===== config.mk =====
export PLATFORM = sky130hd
export DESIGN_NAME = kbd_port_host
export DESIGN_NICKNAME = d
export VERILOG_FILES = /design/src/rtl/kbd_pkg.sv /design/src/rtl/kbd_sync_fall.sv /design/src/rtl/kbd_rx.sv /design/src/rtl/kbd_tx.sv /design/src/rtl/kbd_port_host.sv
export SDC_FILE = /design/constraint.sdc
export NUM_CORES = 1
export LEC_CHECK = 0
export BUFFER_PORTS_ARGS = -buffer_cell sky130_fd_sc_hd__buf_2
export CAP_MARGIN = 5
export CORE_MARGIN = 10
export CORE_UTILIZATION = 55
export DETAILED_ROUTE_END_ITERATION = 10
export PLACE_DENSITY = 0.83
export SYNTH_ARGS = -nofsm -noshare
export SYNTH_HDL_FRONTEND = slang
export SYNTH_SLANG_ARGS = --single-unit

===== constraint.sdc =====
create_clock -name clk -period 5.04 [get_ports clk]
set_input_delay 1.008 -clock clk [delete_from_list [all_inputs] [get_ports clk]]
set_output_delay 1.008 -clock clk [all_outputs]
set_load 0.02 [all_outputs]

===== src/rtl/kbd_pkg.sv =====
package kbd_pkg;
  typedef enum logic [1:0] {
    TX_IDLE = 2'd0,
    TX_WAIT = 2'd1,
    TX_GAP  = 2'd2
  } tx_state_t;
endpackage


===== src/rtl/kbd_sync_fall.sv =====
module kbd_sync_fall #(
  parameter int STAGES = 2
) (
  input  logic clk,
  input  logic rst,
  input  logic async_n,
  output logic fall
);
  logic [STAGES-1:0] chain;
  logic              prev;

  always_ff @(posedge clk) begin
    if (rst) begin
      chain <= '1;
      prev  <= 1'b1;
    end else begin
      chain <= {chain[STAGES-2:0], async_n};
      prev  <= chain[STAGES-1];
    end
  end

  assign fall = prev & ~chain[STAGES-1];
endmodule


===== src/rtl/kbd_rx.sv =====
module kbd_rx #(
  parameter int WORD_W = 12
) (
  input  logic              clk,
  input  logic              rst,
  input  logic              key_ev,
  input  logic              cpu_rd,
  input  logic [WORD_W-1:0] data_in,
  output logic              irq,
  output logic              ack_n,
  output logic [WORD_W-1:0] key_word
);
  always_ff @(posedge clk) begin
    if (rst) begin
      irq      <= 1'b0;
      ack_n    <= 1'b1;
      key_word <= '0;
    end else if (key_ev) begin
      key_word <= data_in;
      irq      <= 1'b1;
      ack_n    <= 1'b0;
    end else if (cpu_rd) begin
      irq      <= 1'b0;
      ack_n    <= 1'b1;
    end
  end

  // a key event latches the bus word and raises the interrupt
  a_r2_capture: assert property (@(posedge clk) disable iff (rst)
    key_ev |=> (irq && !ack_n && key_word == $past(data_in)));

  // a read with no competing key event releases the handshake
  a_r3_read_clears: assert property (@(posedge clk) disable iff (rst)
    (cpu_rd && !key_ev) |=> (!irq && ack_n && $stable(key_word)));

  // a key event in the same cycle as a read keeps the interrupt
  a_r4_key_wins: assert property (@(posedge clk) disable iff (rst)
    (cpu_rd && key_ev) |=> irq);
endmodule


===== src/rtl/kbd_tx.sv =====
module kbd_tx
  import kbd_pkg::*;
#(
  parameter int DATA_W  = 8,
  parameter int GAP_CYC = 25000
) (
  input  logic              clk,
  input  logic              rst,
  input  logic              cpu_wr,
  input  logic [DATA_W-1:0] wdata,
  input  logic              accept_ev,
  output logic              led_strobe_n,
  output logic              drive_en,
  output logic [DATA_W-1:0] drive_data,
  output logic              busy,
  output logic              pending
);
  localparam int CNT_W = $clog2(GAP_CYC + 1);

  tx_state_t         state;
  logic [CNT_W-1:0]  gap_cnt;

  always_ff @(posedge clk) begin
    if (rst) begin
      state        <= TX_IDLE;
      gap_cnt      <= '0;
      led_strobe_n <= 1'b1;
      drive_en     <= 1'b0;
      drive_data   <= '0;
    end else begin
      case (state)
        TX_IDLE: begin
          if (cpu_wr) begin
            drive_data   <= wdata;
            led_strobe_n <= 1'b0;
            drive_en     <= 1'b1;
            state        <= TX_WAIT;
          end
        end
        TX_WAIT: begin
          if (accept_ev) begin
            led_strobe_n <= 1'b1;
            drive_en     <= 1'b0;
            gap_cnt      <= CNT_W'(GAP_CYC);
            state        <= TX_GAP;
          end
        end
        TX_GAP: begin
          if (gap_cnt == CNT_W'(1)) begin
            state <= TX_IDLE;
          end else begin
            gap_cnt <= gap_cnt - 1'b1;
          end
        end
        default: state <= TX_IDLE;
      endcase
    end
  end

  assign busy    = (state != TX_IDLE);
  assign pending = (state == TX_WAIT);

  // a write while busy leaves the driven byte alone
  a_r7_hold_data: assert property (@(posedge clk) disable iff (rst)
    (busy && cpu_wr) |=> $stable(drive_data));

  // a write during the guard time starts no strobe
  a_r7_no_strobe_in_gap: assert property (@(posedge clk) disable iff (rst)
    (state == TX_GAP && cpu_wr) |=> led_strobe_n);

  // acceptance releases the strobe and the lines, busy stays up
  a_r6_release: assert property (@(posedge clk) disable iff (rst)
    (pending && accept_ev) |=> (led_strobe_n && !drive_en && busy));
endmodule


===== src/rtl/kbd_port_host.sv =====
module kbd_port_host #(
  parameter int CODE_W      = 8,
  parameter int MOD_W       = 4,
  parameter int LED_W       = 8,
  parameter int SYNC_STAGES = 2,
  parameter int GAP_CYC     = 25000
) (
  input  logic                    clk,
  input  logic                    rst,
  input  logic                    kb_strobe_n,
  input  logic [CODE_W+MOD_W-1:0] kb_data_i,
  output logic [LED_W-1:0]        kb_data_o,
  output logic                    kb_data_oe,
  output logic                    kb_ack_n,
  output logic                    kb_led_strobe_n,
  input  logic                    cpu_rd,
  input  logic                    cpu_wr,
  input  logic [LED_W-1:0]        cpu_wdata,
  output logic [CODE_W+MOD_W-1:0] cpu_key_word,
  output logic                    cpu_irq,
  output logic                    cpu_busy
);
  localparam int WORD_W = CODE_W + MOD_W;

  logic fall;
  logic pending;
  logic key_ev;
  logic accept_ev;

  kbd_sync_fall #(.STAGES(SYNC_STAGES)) u_sync (
    .clk     (clk),
    .rst     (rst),
    .async_n (kb_strobe_n),
    .fall    (fall)
  );

  assign key_ev    = fall & ~pending;
  assign accept_ev = fall & pending;

  kbd_rx #(.WORD_W(WORD_W)) u_rx (
    .clk      (clk),
    .rst      (rst),
    .key_ev   (key_ev),
    .cpu_rd   (cpu_rd),
    .data_in  (kb_data_i),
    .irq      (cpu_irq),
    .ack_n    (kb_ack_n),
    .key_word (cpu_key_word)
  );

  kbd_tx #(.DATA_W(LED_W), .GAP_CYC(GAP_CYC)) u_tx (
    .clk          (clk),
    .rst          (rst),
    .cpu_wr       (cpu_wr),
    .wdata        (cpu_wdata),
    .accept_ev    (accept_ev),
    .led_strobe_n (kb_led_strobe_n),
    .drive_en     (kb_data_oe),
    .drive_data   (kb_data_o),
    .busy         (cpu_busy),
    .pending      (pending)
  );

  // an acceptance strobe never turns into a CPU interrupt
  a_r6_ack_silent: assert property (@(posedge clk) disable iff (rst)
    (accept_ev && !cpu_irq && !cpu_rd) |=> !cpu_irq);
endmodule


Word level (Yosys, flattened, before mapping)

Cells that the tools add are included.

Bits in registers: 44
Input port bits: 25
Output and inout port bits: 25
Word-level logic and storage cells: 49

Add/sub/neg operators: 1
Equality and inequality tests: 7
Muxes and demuxes: 17
Bitwise logic cells: 5
Reductions and logical operators: 9

Operators with widths:

| cell                                                   | count |
|---|---|
| 2-to-1 mux 15 bit                                      | 2 |
| one-hot mux 15 bit (2 select lines)                    | 1 |
| == test 15 x 1 -> 1 bit (second input constant)        | 1 |
| subtractor 15 x 1 -> 15 bit (second input constant)    | 1 |
| AND reduction 3 bit                                    | 3 |
| 2-to-1 mux 1 bit                                       | 8 |
| nonzero test 2 bit                                     | 4 |
| 2-to-1 mux 2 bit                                       | 3 |
| one-hot mux 2 bit (3 select lines)                     | 1 |
| inequality test 2 x 1 -> 1 bit (second input constant) | 2 |
| inequality test 2 bit (second input constant)          | 2 |
| one-hot mux 1 bit (2 select lines)                     | 2 |
| AND 1 bit                                              | 3 |
| == test 2 x 1 -> 1 bit (second input constant)         | 1 |
| == test 2 bit (second input constant)                  | 1 |
| logical NOT 2 bit                                      | 1 |
| inverter 1 bit                                         | 2 |
| AND reduction 2 bit                                    | 1 |

Longest topological paths before layout

Word-level depth: 5
Gate-level depth with buffers: 7

Hierarchy

Synthesis repeated with hierarchy kept, for this count alone.

Cell total of the unflattened synthesis: 205
Area total of the unflattened synthesis: 1863.0 um^2

Modules (own cells, without submodules):

| module        | instances | cells an instance | area an instance (um^2) | seq. area each (um^2) |
|---|---|---|---|---|
| kbd_tx        | 1         | 150               | 1253.7                  | 540.5 |
| kbd_rx        | 1         | 46                | 508.0                   | 280.3 |
| kbd_sync_fall | 1         | 7                 | 85.1                    | 60.1 |
| kbd_port_host | 1         | 2                 | 16.3                    | 0.0 |

Least setup slack after synthesis

No wires, ideal clock.

Path kind: reg2reg
Start point: register u_tx.gap_cnt[2]
End point: register u_tx.gap_cnt[8]
Arrival time: 1938 ps
Required time: 4966 ps
Setup slack: 3028 ps
Cell stages (with the launch flop): 6
Buffers on the path: 1
Path through: dfxtp_1 -> or4_4 -> or3_1 -> buf_2 -> or4_1 -> a31oi_1

Word-level cells in the longest chain between the ends: 3

Ends and longest elaborated chain:

| element                                                                           | line                       | source |
|---|---|---|
| start, declared                                                                   | kbd_tx.sv:21               | `logic [CNT_W-1:0] gap_cnt;` |
| start signal, assigned                                                            | kbd_tx.sv:44               | `gap_cnt <= CNT_W'(GAP_CYC);` |
| start signal, assigned                                                            | kbd_tx.sv:52               | `gap_cnt <= gap_cnt - 1'b1;` |
| subtractor 15 x 1 -> 15 bit / == test 15 x 1 -> 1 bit (equally long branches)     | kbd_tx.sv:52, kbd_tx.sv:49 |  |
| 2-to-1 mux 15 bit / inequality test 2 bit (equally long branches)                 | --                         |  |
| one-hot mux 15 bit (2 select lines) / AND reduction 3 bit (equally long branches) | --                         |  |

Parallel ways exist; a longest one is shown, timed or not. The select of a mux whose other input is x is not followed.
A chain may end at the register's enable or synchronous reset.

Final worst setup path

Start point: register u_tx.gap_cnt[0]
End point: register u_tx.gap_cnt[8]

The elaborated chain is that of the path after synthesis.

==> flow_summary.toml <==
[outcome]
status = "finished clean"

[die]
rows = 20
core_area_um2 = 3100
io_pins = 50
initial_core_util_pct = 58.2
die_w_um = 77.3
die_h_um = 77.3
die_area_um2 = 5970

[grt]
grt_first_pass_wirelength_mm = 6.97
track_usage_pct = 13.8
grt-ovfl-total = 0
grt_max_degree = 40
grt_antenna_before_repair = 0
grt_pass1_vias = 1596

[clock_network]
ctsResizeCount = 0
cts_buffer_depth = 2
cts.htree.levels = 2
cts_sinks = 44
root_buffer = "clkbuf_4"
holdBufCountCts = 0
post-cts-setup-buffer-count = 0
clk_transition_reported_paths_ns = 0.13
numCtsBuffers = 5
cts_tree = "yes"
clock_latency_ns = 0.34

[power_and_ir_drop]
powerDensity_nw_per_um2 = 307
p_total_uw = 664
p_leak_nw = 0.903
ir_worst_vdd_mv = 0.327

[worst_setup_path]
path_buf_inv = 0
arrival_ns = 2.44
slowest_delay_ns = 0.66
crit_start = "u_tx.gap_cnt[0]"
required_ns = 5.24
crit_fanout = 8
r2r-start = "u_tx.gap_cnt[0]"
crit_path_start_kind = "register"
crit_family = "simple AND/OR/NAND/NOR gates"
end_kind = "register"
path_cells = "ha_1 -> nor4b_1 -> nor3b_1 -> or4_1 -> a31oi_1"
slowest_stage = "nor3b_1"
critical_path_class = "reg -> reg"

[synthesis]
avgSynthCellArea_um2 = 9.03
synth_warnings = 0
ys_seq_area_share_pct = 48.8
yosysUniqueCellTypes = 37
synth.cell_area_um2 = 1810
ys.flop_type = "dfxtp_1"
synth.area.top_cells = "dfxtp_1 (49%), mux2i_1 (7.2%), a21oi_1 (5.3%)"
yosysTopAreaCell = "dfxtp_1"
synth-async-reset-ratio_pct = 0
synthCells = 200
syn_nets = 227
synth.top_cell.area_share_pct = 48.8
ys_ff_latch = 44
synth_edf_count = 0

[detailed_routing]
drc_errors = 0
routed_wl_mm = 4.22
firstDrtPassIters = 4
drt-initial-drc-count = 151
ant_nets = 0
vias = 1616
via_per_inst = 5.52
wl_per_cell_um = 14.4

[timing]
worstMarginPinSlew_ns = 0.785
setup_violations = 0
max_freq_mhz = 447
finalCriticalPeriod_ns = 2.24
drv_slew = 0
finalHoldViolCount = 0
rsz0062_at_grt = "no"
period_share_pct = 44.4
skew_ns = 0.00685
tns_ns = 0
slew_headroom_pct = 46.9

[worst_hold_path]
hold_start = "u_sync.chain[0]"
min-delay-path-class = "reg -> reg"

[flow_run]
drv_cap = 0

[placed_design]
port_buffers = 49
hpwlAfterDp_mm = 3.12
gp_congestion = 0.781
place_inst = 285

[layout]
nets = 275
diodes = 0
final_cell_mix = "buf_2 (49), dfxtp_1 (44), nand2_1 (21), a21oi_1 (19), nor2_1 (18)"
fin_cells = 293
layout_commonest_cell = "buf_2"
area_growth_pct = 19.8
drive_gt1_share_pct = 27.3
worst paths after layout:
kind	slack (ns)	end	cells past startpoint
setup / recovery	2.80	u_tx.gap_cnt[8]	5
setup reg to reg	2.80	u_tx.gap_cnt[8]	5
hold / removal	0.42	u_sync.chain[1]	1
hold reg to reg	0.42	u_sync.chain[1]	1
registers in the layout, summed over array words and instances, names as in the netlist, 2 cells and up:
signal	count
u_tx.gap_cnt	15
u_rx.key_word	12
u_sync.chain	2
u_tx.state	2
u_tx.drive_data	8
Yosys cell counts, types with 2 or more instances:
library cell	count
nor3b_1	2
nor2b_1	2
a211oi_1	2
nor2_1	18
a21oi_1	19
nor4_1	4
nand2_1	21
o21ai_0	7
o211ai_1	2
nand2b_1	2
nand3b_1	2
o31ai_1	4
or4_1	7
or2_2	6
nor3_1	5
clkbuf_1	7
a31oi_1	4
buf_2	2
ha_1	2
dfxtp_1	44
and3_1	2
inv_1	4
or3_1	6
mux2i_1	13
metal layers:
metal  up-vias  GRT usage (%)  share of wire (%)
li1        816              -                  -
met4         0           5.66                1.2
met5         -              0                  0
met1       754           15.1                 43
met3         4           5.36                6.1
met2        42           23.2                 50
metrics by stage:
stage	utilization, %	cell area (µm²)	hold slack [ns]	setup WS, ns
after floorplan	-	1810	0.389	3.03
after global placement	67.1	2080	0.396	2.93
after detailed placement	67.1	2080	0.400	2.87
after CTS	69.7	2160	0.429	2.83
after global routing	69.7	2160	0.462	2.59
final	69.7	2160	0.425	2.80
layout make-up:
cell class                      instances  area (µm²)
Clock buffer                            5        37.5
Clock inverter                          3        42.5
Fill cell                             260         941
Inverter                                4        15.0
Multi-Input combinational cell        143         878
Sequential cell                        44         881
Tap cell                               44        55.1
Timing Repair Buffer                   50         253
logic make-up after synthesis:
logic type | after synthesis | synth area share (%)
multiplexers | 13 | 7.21
adder cells (fa/ha/maj) | 2 | 1.39
AO/OA/AOI/OAI | 40 | 13.0
flip-flops | 44 | 48.8
buffers and inverters | 13 | 2.84
AND/OR/NAND/NOR | 88 | 26.8
power breakdown:
group / internal, mW / leakage (nW) / switching, mW / total (mW)
combinational: 0.0331 / 0.503 / 0.0459 / 0.0790
sequential: 0.362 / 0.359 / 0.00996 / 0.372
clock: 0.103 / 0.0412 / 0.110 / 0.213
total: 0.498 / 0.903 / 0.166 / 0.664
No activity file was read; power rests on OpenSTA's default activity.
